File: src/rtl/nvx_pkg.sv
package nvx_pkg;

  typedef enum logic [2:0] {
    PH_IDLE  = 3'd0,
    PH_GRACE = 3'd1,
    PH_ERASE = 3'd2,
    PH_PROG  = 3'd3,
    PH_CLEAR = 3'd4,
    PH_LOAD  = 3'd5,
    PH_HOLD  = 3'd6
  } phase_e;

  typedef enum logic [2:0] {
    GO_NONE       = 3'd0,
    GO_PF_STORE   = 3'd1,
    GO_PWR_RECALL = 3'd2,
    GO_HW_GRACE   = 3'd3,
    GO_SW_STORE   = 3'd4,
    GO_SW_RECALL  = 3'd5
  } go_e;

  // Cycles spent in a phase; untimed phases report 1 so that minus one is 0.
  function automatic int unsigned phase_cycles(phase_e p, int unsigned g,
                                               int unsigned e, int unsigned pr,
                                               int unsigned c, int unsigned l);
    case (p)
      PH_GRACE: return g;
      PH_ERASE: return e;
      PH_PROG:  return pr;
      PH_CLEAR: return c;
      PH_LOAD:  return l;
      default:  return 1;
    endcase
  endfunction

  function automatic int unsigned max5(int unsigned a, int unsigned b,
                                       int unsigned c, int unsigned d,
                                       int unsigned e);
    int unsigned m;
    m = a;
    if (b > m) m = b;
    if (c > m) m = c;
    if (d > m) m = d;
    if (e > m) m = e;
    return m;
  endfunction

  // Fixed priority among qualified requests seen in idle.
  function automatic go_e pick_go(logic pf_ok, logic pwr_rec, logic hw_fall,
                                  logic sws, logic swr);
    if (pf_ok)        return GO_PF_STORE;
    else if (pwr_rec) return GO_PWR_RECALL;
    else if (hw_fall) return GO_HW_GRACE;
    else if (sws)     return GO_SW_STORE;
    else if (swr)     return GO_SW_RECALL;
    else              return GO_NONE;
  endfunction

endpackage

File: src/rtl/nvx_req_arb.sv
module nvx_req_arb
  import nvx_pkg::*;
(
  input  logic clk,
  input  logic rst_n,
  input  logic pwr_low,
  input  logic line_n,
  input  logic sw_store,
  input  logic sw_recall,
  input  logic as_off,
  input  logic as_on,
  input  logic dirty,
  input  logic in_idle,
  input  logic in_grace,
  output go_e  go,
  output logic auto_en,
  output logic recall_pend
);

  logic prev_pwr, prev_line;
  logic pf_rise, line_fall, pf_ok, pwr_rec;

  always_ff @(posedge clk or negedge rst_n) begin
    if (!rst_n) begin
      prev_pwr  <= 1'b0;
      prev_line <= 1'b1;
    end else begin
      prev_pwr  <= pwr_low;
      prev_line <= line_n;
    end
  end

  assign pf_rise   = pwr_low & ~prev_pwr;
  assign line_fall = prev_line & ~line_n;
  assign pf_ok     = pf_rise & auto_en & dirty;
  assign pwr_rec   = recall_pend & ~pwr_low;

  always_comb begin
    go = GO_NONE;
    if (in_idle)
      go = pick_go(pf_ok, pwr_rec, line_fall, sw_store, sw_recall);
    else if (in_grace && pf_ok)
      go = GO_PF_STORE;
  end

  // auto-store enable: on after reset, software strobes toggle it
  always_ff @(posedge clk or negedge rst_n) begin
    if (!rst_n)     auto_en <= 1'b1;
    else if (as_on)  auto_en <= 1'b1;
    else if (as_off) auto_en <= 1'b0;
  end

  // recall latched while the supply is low; consumed when it starts
  always_ff @(posedge clk or negedge rst_n) begin
    if (!rst_n)                  recall_pend <= 1'b1;
    else if (pwr_low)            recall_pend <= 1'b1;
    else if (go == GO_PWR_RECALL) recall_pend <= 1'b0;
  end

  p_recall_latch_r8: assert property (@(posedge clk) disable iff (!rst_n)
    pwr_low |=> recall_pend);
  p_auto_off_r11: assert property (@(posedge clk) disable iff (!rst_n)
    (as_off && !as_on) |=> !auto_en);

endmodule

File: src/rtl/nvx_phase_timer.sv
module nvx_phase_timer #(
  parameter int unsigned CW = 4
) (
  input  logic          clk,
  input  logic          rst_n,
  input  logic          load,
  input  logic [CW-1:0] load_val,
  output logic          done
);

  logic [CW-1:0] cnt;

  always_ff @(posedge clk or negedge rst_n) begin
    if (!rst_n)         cnt <= '0;
    else if (load)      cnt <= load_val;
    else if (cnt != '0) cnt <= cnt - 1'b1;
  end

  assign done = (cnt == '0);

  p_count_down_r2: assert property (@(posedge clk) disable iff (!rst_n)
    (!load && cnt != '0) |=> cnt == $past(cnt) - 1'b1);

endmodule

File: src/rtl/nvx_dirty_track.sv
module nvx_dirty_track (
  input  logic clk,
  input  logic rst_n,
  input  logic wr_done,
  input  logic inhibit,
  input  logic xfer_start,
  output logic dirty_q
);

  logic set_ok;
  assign set_ok = wr_done & ~inhibit;

  always_ff @(posedge clk or negedge rst_n) begin
    if (!rst_n)          dirty_q <= 1'b0;
    else if (xfer_start) dirty_q <= 1'b0;
    else if (set_ok)     dirty_q <= 1'b1;
  end

  p_clear_on_start_r9: assert property (@(posedge clk) disable iff (!rst_n)
    xfer_start |=> !dirty_q);
  p_no_set_inhibit_r3: assert property (@(posedge clk) disable iff (!rst_n)
    (inhibit && !xfer_start) |=> dirty_q == $past(dirty_q));

endmodule

File: src/rtl/nv_xfer_seq.sv
module nv_xfer_seq
  import nvx_pkg::*;
#(
  parameter int unsigned P_GRACE = 3,
  parameter int unsigned P_ERASE = 4,
  parameter int unsigned P_PROG  = 5,
  parameter int unsigned P_CLEAR = 2,
  parameter int unsigned P_LOAD  = 3
) (
  input  logic       clk,
  input  logic       rst_n,
  input  logic       line_n,
  input  logic       pwr_low,
  input  logic       sw_store,
  input  logic       sw_recall,
  input  logic       as_off,
  input  logic       as_on,
  input  logic       wr_done,
  output logic       busy_pull,
  output logic       sram_inhibit,
  output logic       wr_block,
  output logic       dirty,
  output logic [2:0] phase
);

  localparam int unsigned MAXL = max5(P_GRACE, P_ERASE, P_PROG, P_CLEAR, P_LOAD);
  localparam int unsigned CW   = $clog2(MAXL + 1);

  phase_e        phase_q, phase_n;
  go_e           go;
  logic          tmr_done, tmr_load;
  logic [CW-1:0] tmr_val;
  logic          auto_en, recall_pend;
  logic          in_idle, in_grace;

  // named internal events
  logic store_go, recall_go, grace_go, grace_skip, xfer_start;

  assign in_idle  = (phase_q == PH_IDLE);
  assign in_grace = (phase_q == PH_GRACE);

  nvx_req_arb u_arb (
    .clk        (clk),
    .rst_n      (rst_n),
    .pwr_low    (pwr_low),
    .line_n     (line_n),
    .sw_store   (sw_store),
    .sw_recall  (sw_recall),
    .as_off     (as_off),
    .as_on      (as_on),
    .dirty      (dirty),
    .in_idle    (in_idle),
    .in_grace   (in_grace),
    .go         (go),
    .auto_en    (auto_en),
    .recall_pend(recall_pend)
  );

  always_comb begin
    phase_n    = phase_q;
    store_go   = 1'b0;
    recall_go  = 1'b0;
    grace_go   = 1'b0;
    grace_skip = 1'b0;
    case (phase_q)
      PH_IDLE: begin
        case (go)
          GO_PF_STORE, GO_SW_STORE: begin
            phase_n  = PH_ERASE;
            store_go = 1'b1;
          end
          GO_PWR_RECALL, GO_SW_RECALL: begin
            phase_n   = PH_CLEAR;
            recall_go = 1'b1;
          end
          GO_HW_GRACE: begin
            phase_n  = PH_GRACE;
            grace_go = 1'b1;
          end
          default: phase_n = PH_IDLE;
        endcase
      end
      PH_GRACE: begin
        if (go == GO_PF_STORE) begin
          phase_n  = PH_ERASE;
          store_go = 1'b1;
        end else if (tmr_done) begin
          if (dirty) begin
            phase_n  = PH_ERASE;
            store_go = 1'b1;
          end else begin
            phase_n    = PH_IDLE;
            grace_skip = 1'b1;
          end
        end
      end
      PH_ERASE: if (tmr_done) phase_n = PH_PROG;
      PH_PROG:  if (tmr_done) phase_n = PH_HOLD;
      PH_CLEAR: if (tmr_done) phase_n = PH_LOAD;
      PH_LOAD:  if (tmr_done) phase_n = PH_IDLE;
      PH_HOLD:  if (line_n)   phase_n = PH_IDLE;
      default:  phase_n = PH_IDLE;
    endcase
  end

  always_ff @(posedge clk or negedge rst_n) begin
    if (!rst_n) phase_q <= PH_IDLE;
    else        phase_q <= phase_n;
  end

  assign tmr_load = (phase_n != phase_q);
  assign tmr_val  = CW'(phase_cycles(phase_n, P_GRACE, P_ERASE, P_PROG,
                                     P_CLEAR, P_LOAD) - 1);

  nvx_phase_timer #(.CW(CW)) u_tmr (
    .clk     (clk),
    .rst_n   (rst_n),
    .load    (tmr_load),
    .load_val(tmr_val),
    .done    (tmr_done)
  );

  assign xfer_start = store_go | recall_go;

  nvx_dirty_track u_dirty (
    .clk       (clk),
    .rst_n     (rst_n),
    .wr_done   (wr_done),
    .inhibit   (sram_inhibit),
    .xfer_start(xfer_start),
    .dirty_q   (dirty)
  );

  assign busy_pull    = (phase_q == PH_ERASE) | (phase_q == PH_PROG);
  assign sram_inhibit = busy_pull | (phase_q == PH_CLEAR) |
                        (phase_q == PH_LOAD) | (phase_q == PH_HOLD);
  assign wr_block     = sram_inhibit | ~line_n | in_grace;
  assign phase        = phase_q;

  p_busy_entry_r2: assert property (@(posedge clk) disable iff (!rst_n)
    $rose(busy_pull) |-> ($past(phase_q) == PH_IDLE || $past(phase_q) == PH_GRACE));
  p_prog_after_erase_r2: assert property (@(posedge clk) disable iff (!rst_n)
    (phase_q == PH_PROG && $past(phase_q) != PH_PROG) |-> $past(phase_q) == PH_ERASE);
  p_hold_exit_r7: assert property (@(posedge clk) disable iff (!rst_n)
    (phase_q == PH_HOLD && line_n) |=> phase_q == PH_IDLE);
  p_hold_stay_r7: assert property (@(posedge clk) disable iff (!rst_n)
    (phase_q == PH_HOLD && !line_n) |=> phase_q == PH_HOLD);
  p_grace_skip_r4: assert property (@(posedge clk) disable iff (!rst_n)
    grace_skip |=> (phase_q == PH_IDLE && !busy_pull));
  p_one_event_r10: assert property (@(posedge clk) disable iff (!rst_n)
    $onehot0({store_go, recall_go, grace_go, grace_skip}));

endmodule

File: config.mk
export PLATFORM = sky130hd
export DESIGN_NAME = nv_xfer_seq
export DESIGN_NICKNAME = d
export VERILOG_FILES = /design/src/rtl/nvx_pkg.sv /design/src/rtl/nvx_req_arb.sv /design/src/rtl/nvx_phase_timer.sv /design/src/rtl/nvx_dirty_track.sv /design/src/rtl/nv_xfer_seq.sv
export SDC_FILE = /design/constraint.sdc
export NUM_CORES = 1
export LEC_CHECK = 0
export ABC_AREA = 1
export ABC_CLOCK_PERIOD_IN_PS = 3700
export BUFFER_PORTS_ARGS = -buffer_cell sky130_fd_sc_hd__buf_2
export CELL_PAD_IN_SITES_DETAIL_PLACEMENT = 0
export CELL_PAD_IN_SITES_GLOBAL_PLACEMENT = 2
export CORE_MARGIN = 4
export CORE_UTILIZATION = 31
export CTS_CLUSTER_SIZE = 16
export DETAILED_ROUTE_END_ITERATION = 6
export PLACE_DENSITY_LB_ADDON = 0.1
export SETUP_SLACK_MARGIN = 0.05
export SLEW_MARGIN = 20
export SYNTH_ARGS = -nofsm -noshare
export SYNTH_HDL_FRONTEND = slang
export SYNTH_HIERARCHICAL = 1
export SYNTH_SLANG_ARGS = --single-unit
File: constraint.sdc
create_clock -name clk -period 3.7 [get_ports clk]
set_clock_uncertainty 0.15 [all_clocks]
set_input_delay 0.37 -clock clk [delete_from_list [all_inputs] [get_ports clk]]
set_output_delay 0.37 -clock clk [all_outputs]
set_load 0.01 [all_outputs]
==> run_results.csv <==
group,metric,value,unit
setup_path,cp-end-kind,"flop",
timing,fin_setup_tns,0,ps
cts,tritoncts,"done",
synthesis,postSynthCellCount,137,
synthesis,yosysWarningCount,6,
setup_path,crit_type,"flop to flop",
grt,antenna_found_initial,0,
drt,first_iter_violations,13,
power,total_leakage_power,0.633,nW
grt,grt_first_pass_wirelength,3.51,mm
setup_path,path_max_fanout,6,
floorplanning,rows,19,
grt,via_count_of_the_first_global_routing_pass,845,
drt,routed_wl,2.04,mm
cts,ctsRootBufferMaster,"sky130_fd_sc_hd__clkbuf_4",
cts,postCtsSetupBuffers,0,
power,netSwitchingFraction,0.547,
setup_path,cp_cell_sequence,"nor2_1 > nand2_1 > inv_2 > nand2_2 > nor2_1 > nor2_1 > a21oi_1 > nand3_4 > nand2_4 > nand2_1 > a21oi_2 > ha_1 > inv_1 > nand2_1 > o21ai_0 > nand2_1 > nand2_1",
final_layout,flow.area_growth_from_synthesis,16.8,%
final_layout,finalNonFillerCells,188,
place,dp_hpwl,1.71,mm
synthesis,synth_edf_count,0,
floorplanning,design.core.area,2760,sq um
synthesis,synth_most_common_cell,"sky130_fd_sc_hd__nand2_1",
power,power.net_switching,0.586,mW
cts,clk_latency,260,ps
hold_path,hold_path_class,"input pin to flop",
place,placed_cells,183,
timing,report.final.hold_viol_count,0,
floorplanning,initial_utilization,0.327,
synthesis,synth_common_cells,"sky130_fd_sc_hd__nand2_1 (50), sky130_fd_sc_hd__inv_1 (22), sky130_fd_sc_hd__nor2_1 (9), sky130_fd_sc_hd__dfrtp_1 (8), sky130_fd_sc_hd__nand3_1 (6)",
synthesis,yosys_most_used_dff,"sky130_fd_sc_hd__dfrtp_1",
floorplanning,die_width,61.9,um
power,power-per-cell-area,1020,nW/um^2
final_layout,postLayoutCellArea,1050,sq um
synthesis,postSynthNetCount,151,
setup_path,cell_repeated_most_along_the_worst_path,"sky130_fd_sc_hd__nand2_1",
final_layout,finalNetCount,172,
power,internal_power,0.485,mW
floorplanning,die_height,61.9,um
synthesis,synth_area_per_cell,6.58,sq um
cts,resized_after_cts,0,
run_status,run_status,"completed",
setup_path,regToRegSetupSlack,1000,ps
power,clkPwrFrac,0.076,
setup_path,timing.critical_path.slowest_stage_cell,"sky130_fd_sc_hd__dfrtp_1",
place,placed_cell_area,1020,sq um
power,p_comb_frac,0.719,
grt,gr-total-overflow,0,
final_layout,finish.utilization,0.382,
cts,clkSlewWorstSetupHoldPaths,80,ps
power,vdd_drop_max,0.000509,V
grt,grt_max_degree,12,
setup_path,worst_ep_required_time,3750,ps
synthesis,yosys.area.top_type,"sky130_fd_sc_hd__dfrtp_1",
timing,fmax,0.371,GHz
drt,detailroute.via_count,869,
job,max-cap-violations,0,
synthesis,ys_ff_latch,11,
cts,cts.htree.levels,1,
setup_path,slowest_delay,450,ps
cts,number_of_clock_sinks,11,
place,port_buffers,15,
synthesis,synth-async-reset-ratio,1.00,
final_layout,drive_gt1_frac,0.261,
place,routabilityCongestion,0.756,
final_layout,fill_cells,307,
floorplanning,design.portCount,16,
cts,cts.path.max_buffers,2,
synthesis,synth_seq_area_share,0.309,
drt,routed_wire_length_per_instance,10.9,um
timing,slew-limit-headroom,0.839,
drt,drt-pass1-iter-count,4,
drt,dr_vias_cell,4.62,
synthesis,netlist_area,902,sq um
setup_path,critical_path_arrival,2750,ps
floorplanning,fp.dieArea,3840,sq um
drt,post_route_ant_nets,0,
timing,post-route-period-util,0.729,
power,power.share.sequential,0.205,
timing,setup_viol,0,
cts,cts_inserted_buffers,3,
timing,slew_violations,0,
synthesis,yosys.area.top_type_share,0.222,
timing,tightest_slew,242,ps
grt,grt_usage,0.122,
synthesis,netlist-cell-type-count,21,
timing,rsz0062_at_grt,"no",
synthesis,synth_area_leaders,"sky130_fd_sc_hd__dfrtp_1 (22%), sky130_fd_sc_hd__nand2_1 (21%), sky130_fd_sc_hd__inv_1 (9.2%)",
timing,fin_crit,2700,ps
final_layout,antenna_diode_count,0,
setup_path,critPathLaunchType,"flop",
drt,drcViolationCount,0,
layout make-up:
| cell class | count | area, sq um | share of cell area |
|---|---|---|---|
| flip-flops and latches | 11 | 279 | 0.265 |
| repair buffers | 16 | 85.1 | 0.0808 |
| clock inverters | 1 | 5.00 | 0.00475 |
| inverters | 27 | 101 | 0.0962 |
| multi-input cells | 99 | 522 | 0.495 |
| clock buffers | 3 | 22.5 | 0.0214 |
| well taps | 31 | 38.8 | 0.0368 |
flip-flops by register name, indices dropped and copies added, names as in the netlist:
name               count
phase                  3
u_arb/auto_en          1
u_arb/prev_line        1
u_arb/prev_pwr         1
u_arb/recall_pend      1
u_dirty/dirty_q        1
u_tmr/cnt              3
worst max-delay path: cells and delay by family (launching register included):
family                     cells  cell delay (ps)
AOI/OAI and AO/OA              3              470
adders and majority gates      1              250
buffers and inverters          2              200
DFF                            1              450
and+or+nand+nor               11             1120
routing by layer:
layer	vias up	track usage	part of all wire	routed length (um)
met4	0	0.0273	0.0068	14
met3	2	0.0331	0.042	85
met2	15	0.210	0.47	969
li1	463	-	-	-
met5	-	0	0	0
met1	389	0.151	0.48	975
power groups by stage:
stage | logic, mW | clock network (mW) | registers [mW]
after floorplan | 0.593 | 0 | 0.222
after global placement | 0.779 | 0 | 0.222
after detailed placement | 0.774 | 0 | 0.223
after CTS | 0.779 | 0.0855 | 0.220
after global routing | 0.893 | 0.0918 | 0.230
final | 0.770 | 0.0813 | 0.220
per-stage QoR:
| step | setup WS [ps] | power (mW) | hold slack [ps] |
|---|---|---|---|
| 2_1_floorplan | 1300 | 0.815 | -75.6 |
| 3_3_place_gp | 1010 | 1.00 | 111 |
| 3_5_place_dp | 998 | 0.996 | 100 |
| 4_1_cts | 987 | 1.08 | 68.5 |
| 5_1_grt | 680 | 1.21 | 60.7 |
| 6_report | 1000 | 1.07 | 80.7 |
worst paths after layout:
| path | cells past startpoint | startpoint | to |
|---|---|---|---|
| min in group asynchronous | 2 | rst_n | u_tmr/cnt[0]$_DFFE_PN0P_ |
| max in group asynchronous | 2 | rst_n | u_arb/prev_line$_DFF_PN1_ |
| min | 1 | pwr_low | u_arb/prev_pwr$_DFF_PN0_ |
| max reg2reg | 17 | phase[2]$_DFF_PN0_ | u_tmr/cnt[1]$_DFFE_PN0P_ |
| min reg2reg | 2 | u_arb/recall_pend$_DFFE_PN1P_ | u_arb/recall_pend$_DFFE_PN1P_ |
| max | 17 | phase[2]$_DFF_PN0_ | u_tmr/cnt[1]$_DFFE_PN0P_ |
timing repair:
item,CTS,global route
setup endpoints to repair,0,0
hold buffers,1,0
hold endpoints to repair,8,0
cell usage in the layout (no fill, tap or decap), types with 2 or more instances in the layout:
cell type	n
sky130_fd_sc_hd__o211ai_1	3
sky130_fd_sc_hd__clkbuf_4	3
sky130_fd_sc_hd__nand4_1	2
sky130_fd_sc_hd__dfstp_2	3
sky130_fd_sc_hd__a21oi_2	2
sky130_fd_sc_hd__a21oi_1	3
sky130_fd_sc_hd__buf_2	15
sky130_fd_sc_hd__nand2_2	4
sky130_fd_sc_hd__nand2_1	50
sky130_fd_sc_hd__o21ai_1	2
sky130_fd_sc_hd__dfrtp_1	8
sky130_fd_sc_hd__nand3_1	6
sky130_fd_sc_hd__ha_1	5
sky130_fd_sc_hd__nor2_1	9
sky130_fd_sc_hd__inv_2	5
sky130_fd_sc_hd__nand2_4	2
sky130_fd_sc_hd__nor2_2	4
sky130_fd_sc_hd__inv_1	22
sky130_fd_sc_hd__o21ai_0	3
cells by family (layout without fill, tap and decap cells):
kind of cell / count (synthesis) / after routing / share of synthesized area
DFF: 11 / 11 / 0.309
AOI/OAI and AO/OA: 14 / 14 / 0.0971
and+or+nand+nor: 80 / 80 / 0.412
buffers and inverters: 27 / 47 / 0.112
adders and majority gates: 5 / 5 / 0.0693
(Power assumes the default switching activity.)
